**config.mk**
```make
export PLATFORM = sky130hd
export DESIGN_NAME = ts_event_unit
export DESIGN_NICKNAME = d
export VERILOG_FILES = /design/src/rtl/ts_event_unit.sv
export SDC_FILE = /design/constraint.sdc
export NUM_CORES = 1
export LEC_CHECK = 0
export CORE_MARGIN = 8
export CORE_UTILIZATION = 30
export CTS_BUF_LIST = sky130_fd_sc_hd__clkbuf_16
export DETAILED_ROUTE_END_ITERATION = 8
export GPL_ROUTABILITY_DRIVEN = 0
export HOLD_SLACK_MARGIN = 0.12
export PLACE_DENSITY = 0.56
export SLEW_MARGIN = 20
export SYNTH_ARGS = -nofsm -noshare
export SYNTH_HDL_FRONTEND = slang
export SYNTH_SLANG_ARGS = --single-unit
```
**constraint.sdc**
```tcl
create_clock -name clk -period 7 [get_ports clk]
set_input_delay 1.4 -clock clk [delete_from_list [all_inputs] [get_ports clk]]
set_output_delay 1.4 -clock clk [all_outputs]
set_load 0.01 [all_outputs]
```
**src/rtl/ts_event_unit.sv**
```systemverilog
module ts_event_unit #(
  parameter int DEPTH = 16,
  parameter logic [15:0] ID_VAL = 16'h4E8A,
  parameter logic [4:0]  RTL_REV = 5'd1,
  parameter logic [2:0]  MAJ_REV = 3'd2,
  parameter logic [7:0]  MIN_REV = 8'h0C
) (
  input  logic        clk,
  input  logic        rst_n,
  input  logic [5:0]  reg_addr,
  input  logic        reg_wen,
  input  logic [31:0] reg_wdata,
  output logic [31:0] reg_rdata,
  input  logic [3:0]  hw_pin,
  input  logic        rx_stb,
  input  logic [4:0]  rx_port,
  input  logic [3:0]  rx_msg,
  input  logic [15:0] rx_seq,
  input  logic        tx_stb,
  input  logic [4:0]  tx_port,
  input  logic [3:0]  tx_msg,
  input  logic [15:0] tx_seq,
  output logic        irq
);
  localparam int PW = $clog2(DEPTH);
  localparam logic [PW:0] FULL_CNT = (PW+1)'(DEPTH);
  localparam logic [PW-1:0] LAST_IDX = PW'(DEPTH - 1);

  logic        run_q, test_q, ie_q, ovf_q;
  logic [3:0]  pin_en_q, pin_q;
  logic [4:0]  rsel_q;
  logic [31:0] ldval_q, cnt_q;
  logic [31:0] lo_mem [DEPTH];
  logic [31:0] hi_mem [DEPTH];
  logic [PW-1:0] rp, wp;
  logic [PW:0] count;

  wire wr_ctrl = reg_wen && reg_addr == 6'h04;
  wire wr_rsel = reg_wen && reg_addr == 6'h08;
  wire wr_push = reg_wen && reg_addr == 6'h0C;
  wire wr_ldv  = reg_wen && reg_addr == 6'h10;
  wire wr_lde  = reg_wen && reg_addr == 6'h14;
  wire wr_raw  = reg_wen && reg_addr == 6'h20;
  wire wr_ie   = reg_wen && reg_addr == 6'h28;
  wire wr_pop  = reg_wen && reg_addr == 6'h30;

  wire ld_go    = wr_lde & reg_wdata[0];
  wire push_req = run_q & wr_push & reg_wdata[0];
  wire roll_req = run_q & ~ld_go & (cnt_q == 32'hFFFF_FFFF);
  wire half_req = run_q & ~ld_go & (cnt_q == 32'h7FFF_FFFF);
  wire [3:0] pin_rise = hw_pin & ~pin_q & pin_en_q & {4{run_q}};
  wire [8:0] req = {run_q & tx_stb, run_q & rx_stb, pin_rise, push_req, roll_req, half_req};
  wire evt_valid = |req;
  wire multi     = |(req & (req - 9'd1));
  wire empty     = count == '0;
  wire full      = count == FULL_CNT;
  wire accept    = evt_valid & ~full;
  wire popping   = wr_pop & reg_wdata[0] & ~empty;
  wire raw_pend  = ~empty | test_q;

  assign irq = raw_pend & ie_q;

  logic [4:0]  pin_num;
  logic [31:0] evt_hi, evt_lo;

  always_comb begin
    pin_num = '0;
    for (int i = 3; i >= 0; i--)
      if (pin_rise[i]) pin_num = 5'(i + 1);
  end

  always_comb begin
    evt_lo = cnt_q;
    evt_hi = '0;
    if (req[8])           evt_hi = {3'd0, tx_port, 4'd5, tx_msg, tx_seq};
    else if (req[7])      evt_hi = {3'd0, rx_port, 4'd4, rx_msg, rx_seq};
    else if (|pin_rise)   evt_hi = {3'd0, pin_num, 4'd3, 20'd0};
    else if (push_req)    evt_hi = {8'd0, 4'd0, 20'd0};
    else if (roll_req) begin
      evt_hi = {8'd0, 4'd1, 20'd0};
      evt_lo = 32'h0;
    end else if (half_req) begin
      evt_hi = {8'd0, 4'd2, 20'd0};
      evt_lo = 32'h8000_0000;
    end
  end

  always_ff @(posedge clk or negedge rst_n) begin
    if (!rst_n) begin
      run_q <= 1'b0; test_q <= 1'b0; pin_en_q <= '0; rsel_q <= '0;
      ldval_q <= '0; ie_q <= 1'b0; ovf_q <= 1'b0; cnt_q <= '0; pin_q <= '0;
      rp <= '0; wp <= '0; count <= '0;
    end else begin
      pin_q <= hw_pin;
      if (wr_ctrl) begin
        run_q <= reg_wdata[0];
        test_q <= reg_wdata[1];
        pin_en_q <= reg_wdata[11:8];
      end
      if (wr_rsel) rsel_q <= reg_wdata[4:0];
      if (wr_ldv) ldval_q <= reg_wdata;
      if (wr_ie) ie_q <= reg_wdata[0];
      if (ld_go) cnt_q <= ldval_q;
      else if (run_q) cnt_q <= cnt_q + 32'd1;
      if ((evt_valid & full) | multi) ovf_q <= 1'b1;
      else if (wr_raw & reg_wdata[1]) ovf_q <= 1'b0;
      if (accept) wp <= (wp == LAST_IDX) ? '0 : wp + 1'b1;
      if (popping) rp <= (rp == LAST_IDX) ? '0 : rp + 1'b1;
      count <= count + (PW+1)'(accept) - (PW+1)'(popping);
    end
  end

  always_ff @(posedge clk) begin
    if (accept) begin
      lo_mem[wp] <= evt_lo;
      hi_mem[wp] <= evt_hi;
    end
  end

  always_comb begin
    case (reg_addr)
      6'h00: reg_rdata = {ID_VAL, RTL_REV, MAJ_REV, MIN_REV};
      6'h04: reg_rdata = {20'd0, pin_en_q, 6'd0, test_q, run_q};
      6'h08: reg_rdata = {27'd0, rsel_q};
      6'h10: reg_rdata = ldval_q;
      6'h20: reg_rdata = {30'd0, ovf_q, raw_pend};
      6'h24: reg_rdata = {31'd0, irq};
      6'h28: reg_rdata = {31'd0, ie_q};
      6'h34: reg_rdata = empty ? 32'd0 : lo_mem[rp];
      6'h38: reg_rdata = empty ? 32'd0 : hi_mem[rp];
      default: reg_rdata = 32'd0;
    endcase
  end

  AST_NO_OVERFLOW: assert property (@(posedge clk) disable iff (!rst_n) count <= FULL_CNT);
  AST_FULL_HOLDS: assert property (@(posedge clk) disable iff (!rst_n) (full && !popping) |=> full);
  AST_OVF_STICKY: assert property (@(posedge clk) disable iff (!rst_n) (ovf_q && !(wr_raw && reg_wdata[1])) |=> ovf_q);
  AST_CNT_HOLD: assert property (@(posedge clk) disable iff (!rst_n) (!run_q && !ld_go) |=> $stable(cnt_q));
  AST_CNT_STEP: assert property (@(posedge clk) disable iff (!rst_n) (run_q && !ld_go) |=> cnt_q == $past(cnt_q) + 32'd1);
  AST_NO_EVT_IDLE: assert property (@(posedge clk) disable iff (!rst_n) (!run_q && !popping) |=> count == $past(count));
endmodule

```
==> results of run 1 <==
-- logic make-up (layout without fill, tap and decap cells) --
logic type,after synthesis,count (layout),synth area share
flops,1054,1054,0.737
xor+xnor,37,37,0.00766
fa+ha+maj,14,14,0.00426
buf+inv,138,397,0.0159
compound gates,183,183,0.0286
mux,409,409,0.173
simple gates,261,261,0.0338
-- flip-flops by register name, summed over array words and instances (netlist names) --
| register | flops |
|---|---|
| rsel_q | 5 |
| pin_en_q | 4 |
| ie_q | 1 |
| wp | 4 |
| test_q | 1 |
| pin_q | 4 |
| ldval_q | 32 |
| ovf_q | 1 |
| lo_mem | 512 |
| count | 5 |
| cnt_q | 32 |
| rp | 4 |
| run_q | 1 |
| hi_mem | 448 |
-- routing by layer --
| layer | GRT usage | part of all wire | up-vias |
|---|---|---|---|
| li1 | - | - | 8996 |
| met1 | 0.213 | 0.45 | 11600 |
| met2 | 0.228 | 0.46 | 791 |
| met3 | 0.0270 | 0.071 | 157 |
| met4 | 0.0359 | 0.020 | 6 |
| met5 | 0 | 0.00030 | - |
-- final timing paths --
check	to	depth (start not counted)	startpoint	slack [ps]
worst max-delay path	reg_rdata[10]	7	reg_addr[3]	930
worst min register to register	rsel_q[4]	1	rsel_q[4]	520
min in group asynchronous	ldval_q[22]	1	rst_n	740
worst max register to register	hi_mem[6][10]	6	run_q	2450
worst min-delay path	rsel_q[4]	1	rsel_q[4]	520
max in group asynchronous	rp[1]	2	rst_n	4950
-- critical path: cells and delay by family --
| kind | cells | cell delay (ps) |
|---|---|---|
| buffers and inverters | 3 | 1600 |
| and+or+nand+nor | 2 | 1170 |
| AOI/OAI and AO/OA | 2 | 480 |
-- cell usage in the layout, fill, tap and decap left out, types with 27 or more instances in the layout --
cell type | netlist | layout
xnor2_1 | 28 | 27
clkbuf_16 | 0 | 104
and2_1 | 29 | 29
o21ai_0 | 36 | 36
a22o_1 | 28 | 28
dfrtp_1 | 94 | 90
nand2_1 | 78 | 77
buf_4 | 14 | 40
mux2i_1 | 72 | 72
nand3_1 | 31 | 31
mux4_2 | 249 | 249
mux2_2 | 85 | 85
clkdlybuf4s50_1 | 0 | 128
a21oi_1 | 38 | 32
edfxtp_1 | 960 | 960
inv_1 | 21 | 41
-- power groups by stage --
stage	Combinational, mW	Clock, mW	Sequential (mW)
detailed placement	1.78	0	7.94
CTS	1.78	5.60	7.81
finish	1.77	5.49	7.81
floorplan	1.18	0	7.79
global placement	1.72	0	7.92
global route	1.93	5.83	7.84
-- final cells by class --
class	count	area, um2
tap	1890	2360
clock inverter	84	736
timing repair buffer	187	1960
clock buffer	104	2600
multi-input combinational	904	10600
sequential	1054	31200
inverter	22	82.6
fill	13000	91200
-- stage by stage --
| stage | std cells | hold slack [ps] |
|---|---|---|
| 3_3_place_gp | 4057 | 493 |
| 4_1_cts | 4245 | 514 |
| 5_1_grt | 4245 | 542 |
| 6_report | 4245 | 517 |
| 2_1_floorplan | 2096 | 465 |
| 3_5_place_dp | 4057 | 498 |
==> run summary, run 1 <==
Setup CP Type - in -> out
cell internal pwr - 11.4 mW
Comb power frac - 0.117
grt total ovfl - 0
Site Rows - 138
crit path cell chain - clkdlybuf4s50_1 -> or4b_1 -> nor2_4 -> buf_4 -> a21oi_1 -> o21ai_1 -> clkdlybuf4s50_1
Reg clk slew, reported paths - 60 ps
vias in the first global route - 22.2k
Syn Nets - 2,206
Final Hold Viols - 0
most frequent cells after synthesis - 960 x edfxtp_1, 249 x mux4_2, 94 x dfrtp_1, 85 x mux2_2, 78 x nand2_1
EDFF count, synth - 960
fin nets - 2,381
Main synth FF type - edfxtp_1
final wirelength - 114 mm
H-tree levels - 3
Seq pwr share - 0.518
YS warnings - 0
fin area - 49,600 um2
Longest Clk Path Bufs - 3
CP peak stage delay - 640 ps
Least-Margin Pin Slew - 1160 ps
switching share of total power - 0.246
Slew HR - 0.227
syn_area_per_cell - 20.2 um2
Placed Instance Area - 46,200 um2
Clock power frac - 0.364
status - finished clean
final worst setup slack - 934 ps
Final Power - 15.1 mW
Clock Sinks - 1,054
crit path capture type - primary output
Final Max Tran Viols - 0
DRC violations left - 0
sequential area share after synthesis - 0.737
asr flop ratio synth - 0.0892
drt wl/cell - 26.9 um
Synth Instances - 2,096
unrepaired setup endpoints after global routing - false
Yosys top cell by area - edfxtp_1
fin crit period - 6070 ps
setup repair bufs after CTS - 0
synthesized area - 42,300 um2
die area - 153,000 um2
gr usage total - 0.147
Port Buffers - 129
IO Count - 130
first-pass GRT wire length - 163 mm
CTS Buf Count - 102
synth top area cells - edfxtp_1 68%, mux4_2 13%, dfrtp_1 5.6%
leakage power - 15.3 nW
vias per cell - 5.08
Initial Util - 0.301
post_cts resized - 0
most frequent CP cell - clkdlybuf4s50_1
Yosys cell types - 68
Post-DRT Antenna Nets - 0
clock root cell - clkbuf_16
1st-iter DRT viols - 2,271
initial antenna violation count - 4
Place WS - 1020 ps
Max Clk Rate - 165 MHz
startpoint class of the critical path - input pin
worst skew pair latency - 670 ps
top cell type's share of synthesized area - 0.681
peak supply drop - 0.000163 V
area delta synth->final - 17.1%
Crit path required time - 5600 ps
Period Utilization, post-route - 0.867
# hold bufs at CTS - 0
post-route setup TNS - 0 ps
TritonRoute pass-1 iters - 6
CTS tree - yes
Psw - 3.70 mW
antenna diode count - 0
Final Skew - 28.4 ps
max-cap violations - 0
setup violators final - 0
Pwr Density - 304 nW/um2
ratio of cells with drive above 1 in the final layout - 0.248
hpwl dp - 69.1 mm
Max stage delay cell, worst path - or4b_1
Crit Path Max Fanout - 15
Die Wd - 392 um
final core utilization - 0.352
Core ar. - 141,000 um2
largest net degree at the start of global routing - 64
vias post-DR - 21.6k
Die Y - 392 um
Synth Register Bits - 1,054
Crit path arrival time - 4670 ps
hold crit path type - reg -> reg
top-count cell post-synth - edfxtp_1
Note: power is estimated with default switching activity, not from simulation.
==> run 2, diff against run 1 <==
Settings changed: CAP_MARGIN from default to 20, HOLD_SLACK_MARGIN 0.12 to default.
==> run summary, run 2 (synthesis results as in run 1) <==
status - finished clean (unchanged)
Regs by FF count - lo_mem: 512 flops, hi_mem: 448 flops (unchanged)
# hold bufs at CTS - 0 (unchanged)
Site Rows - 138 (unchanged)
Crit path arrival time - 4630 ps (was 4670 ps)
Crit Path Max Fanout - 15 (unchanged)
first-pass GRT wire length - 163 mm (unchanged)
hold crit path type - reg -> reg (unchanged)
Placed Instance Area - 46,200 um2 (unchanged)
Clock Sinks - 1,054 (unchanged)
DRC violations left - 0 (unchanged)
max-cap violations - 0 (unchanged)
Crit path required time - 5600 ps (about the same)
Die Wd - 392 um (unchanged)
post-route setup TNS - 0 ps (unchanged)
unrepaired setup endpoints after global routing - false (unchanged)
Final Power - 15.1 mW (about the same)
crit path capture type - primary output (unchanged)
TritonRoute pass-1 iters - 8 (was 6)
Core ar. - 141,000 um2 (unchanged)
Port Buffers - 129 (unchanged)
drt wl/cell - 26.9 um (about the same)
setup repair bufs after CTS - 0 (unchanged)
fin nets - 2,382 (was 2,381)
fin crit period - 6030 ps (was 6070 ps)
clock root cell - clkbuf_16 (unchanged)
hold-critical path depth - 1 (unchanged)
placed instance count - 4,057 (unchanged)
Longest Clk Path Bufs - 3 (unchanged)
IO Count - 130 (unchanged)
Final Max Tran Viols - 0 (unchanged)
hold_sp - rsel_q[4] (unchanged)
Max Clk Rate - 166 MHz (was 165 MHz)
CTS Buf Count - 102 (unchanged)
largest net degree at the start of global routing - 64 (unchanged)
leakage power - 15.4 nW (was 15.3 nW)
Reg clk slew, reported paths - 60 ps (about the same)
Crit Reg-Reg Endpoint - count[4] (was hi_mem[6][10])
R2R setup slack - 2470 ps (was 2450 ps)
Initial Util - 0.301 (unchanged)
Top reg by flops - lo_mem (unchanged)
hpwl dp - 69.1 mm (unchanged)
Pwr Density - 304 nW/um2 (about the same)
worst skew pair latency - 670 ps (about the same)
vias per cell - 5.08 (about the same)
Worst Hold Path EP - rsel_q[4] (unchanged)
Seq pwr share - 0.518 (about the same)
gr usage total - 0.147 (unchanged)
1st-iter DRT viols - 2,344 (was 2,271)
peak supply drop - 0.000163 V (about the same)
grt total ovfl - 0 (unchanged)
number of fill cells in the layout - 13.0k (about the same)
area delta synth->final - 17.2% (was 17.1%)
Clock power frac - 0.364 (about the same)
post_cts resized - 0 (unchanged)
Die Y - 392 um (unchanged)
H-tree levels - 3 (unchanged)
Period Utilization, post-route - 0.862 (was 0.867)
Non-Filler Instances - 4,247 (was 4,245)
Setup CP Type - in -> out (unchanged)
Least-Margin Pin Slew - 1100 ps (was 1160 ps)
initial antenna violation count - 4 (unchanged)
setup violators final - 0 (unchanged)
reg-to-reg critical path startpoint - run_q (unchanged)
die area - 153,000 um2 (unchanged)
vias in the first global route - 22.2k (unchanged)
vias post-DR - 21.6k (about the same)
fin area - 49,600 um2 (about the same)
Comb power frac - 0.117 (about the same)
ratio of cells with drive above 1 in the final layout - 0.249 (was 0.248)
Post-DRT Antenna Nets - 0 (unchanged)
final core utilization - 0.352 (about the same)
most common cell after layout, fill and taps aside - edfxtp_1 (unchanged)
final wirelength - 114 mm (about the same)
switching share of total power - 0.246 (about the same)
Final Skew - 27.1 ps (was 28.4 ps)
Psw - 3.70 mW (about the same)
number of flip-flops under the largest register name - 512 (unchanged)
startpoint class of the critical path - input pin (unchanged)
most frequent cells in the layout - 960 x edfxtp_1, 249 x mux4_2, 128 x clkdlybuf4s50_1, 104 x clkbuf_16, 90 x dfrtp_1 (unchanged)
worst reg2reg path depth - 15 (was 6)
cell internal pwr - 11.4 mW (about the same)
Slew HR - 0.266 (was 0.227)
CTS tree - yes (unchanged)
Final Hold Viols - 0 (unchanged)
## run 2: per-layer routing
layer | GRT usage | share of wire
met4 | 0.0359 | 0.020
met1 | 0.213 | 0.45
met3 | 0.0270 | 0.074
met5 | 0 | 0.00030
met2 | 0.228 | 0.46
## run 2: power by group through the flow
stage	Clock, mW	Combinational (mW)	Sequential [mW]
2_1_floorplan	0	1.18	7.79
3_3_place_gp	0	1.72	7.92
3_5_place_dp	0	1.78	7.94
4_1_cts	5.60	1.78	7.81
5_1_grt	5.83	1.93	7.84
6_report	5.49	1.77	7.81
## run 2: worst max-delay path, stage by stage
cell and delay (ps):
clkdlybuf4s50_1 500, or4b_1 710, nor2_4 520, buf_4 410
a21oi_1 230, o21ai_1 240, clkdlybuf4s50_1 610
## run 2: layout make-up
| cell class | count | area [um2] | share of cell area |
|---|---|---|---|
| well taps | 1890 | 2360 | 0.0477 |
| clock inverters | 84 | 736 | 0.0148 |
| clock buffers | 104 | 2600 | 0.0525 |
| repair buffers | 188 | 1980 | 0.0400 |
| flip-flops and latches | 1054 | 31200 | 0.629 |
| multi-input cells | 904 | 10600 | 0.214 |
| diodes | 1 | 2.50 | 0.0000505 |
| inverters | 22 | 82.6 | 0.00167 |
## run 2: metrics by stage
stage	setup slack, ps	hold WS, ps
after CTS	1010	514
after global routing	928	542
after detailed placement	1020	498
after global placement	1060	493
after floorplan	1510	465
final	965	516
## run 2: worst max-delay path by stage
stage / from / endpoint / slack [ps] / depth (start not counted)
floorplan: reg_addr[5] / hi_mem[4][0] / 1510 / 6
global placement: reg_addr[3] / reg_rdata[10] / 1060 / 7
detailed placement: reg_addr[1] / reg_rdata[10] / 1020 / 7
CTS: reg_addr[3] / reg_rdata[10] / 1010 / 7
global route: reg_addr[1] / reg_rdata[10] / 930 / 7
finish: reg_addr[1] / reg_rdata[10] / 970 / 7
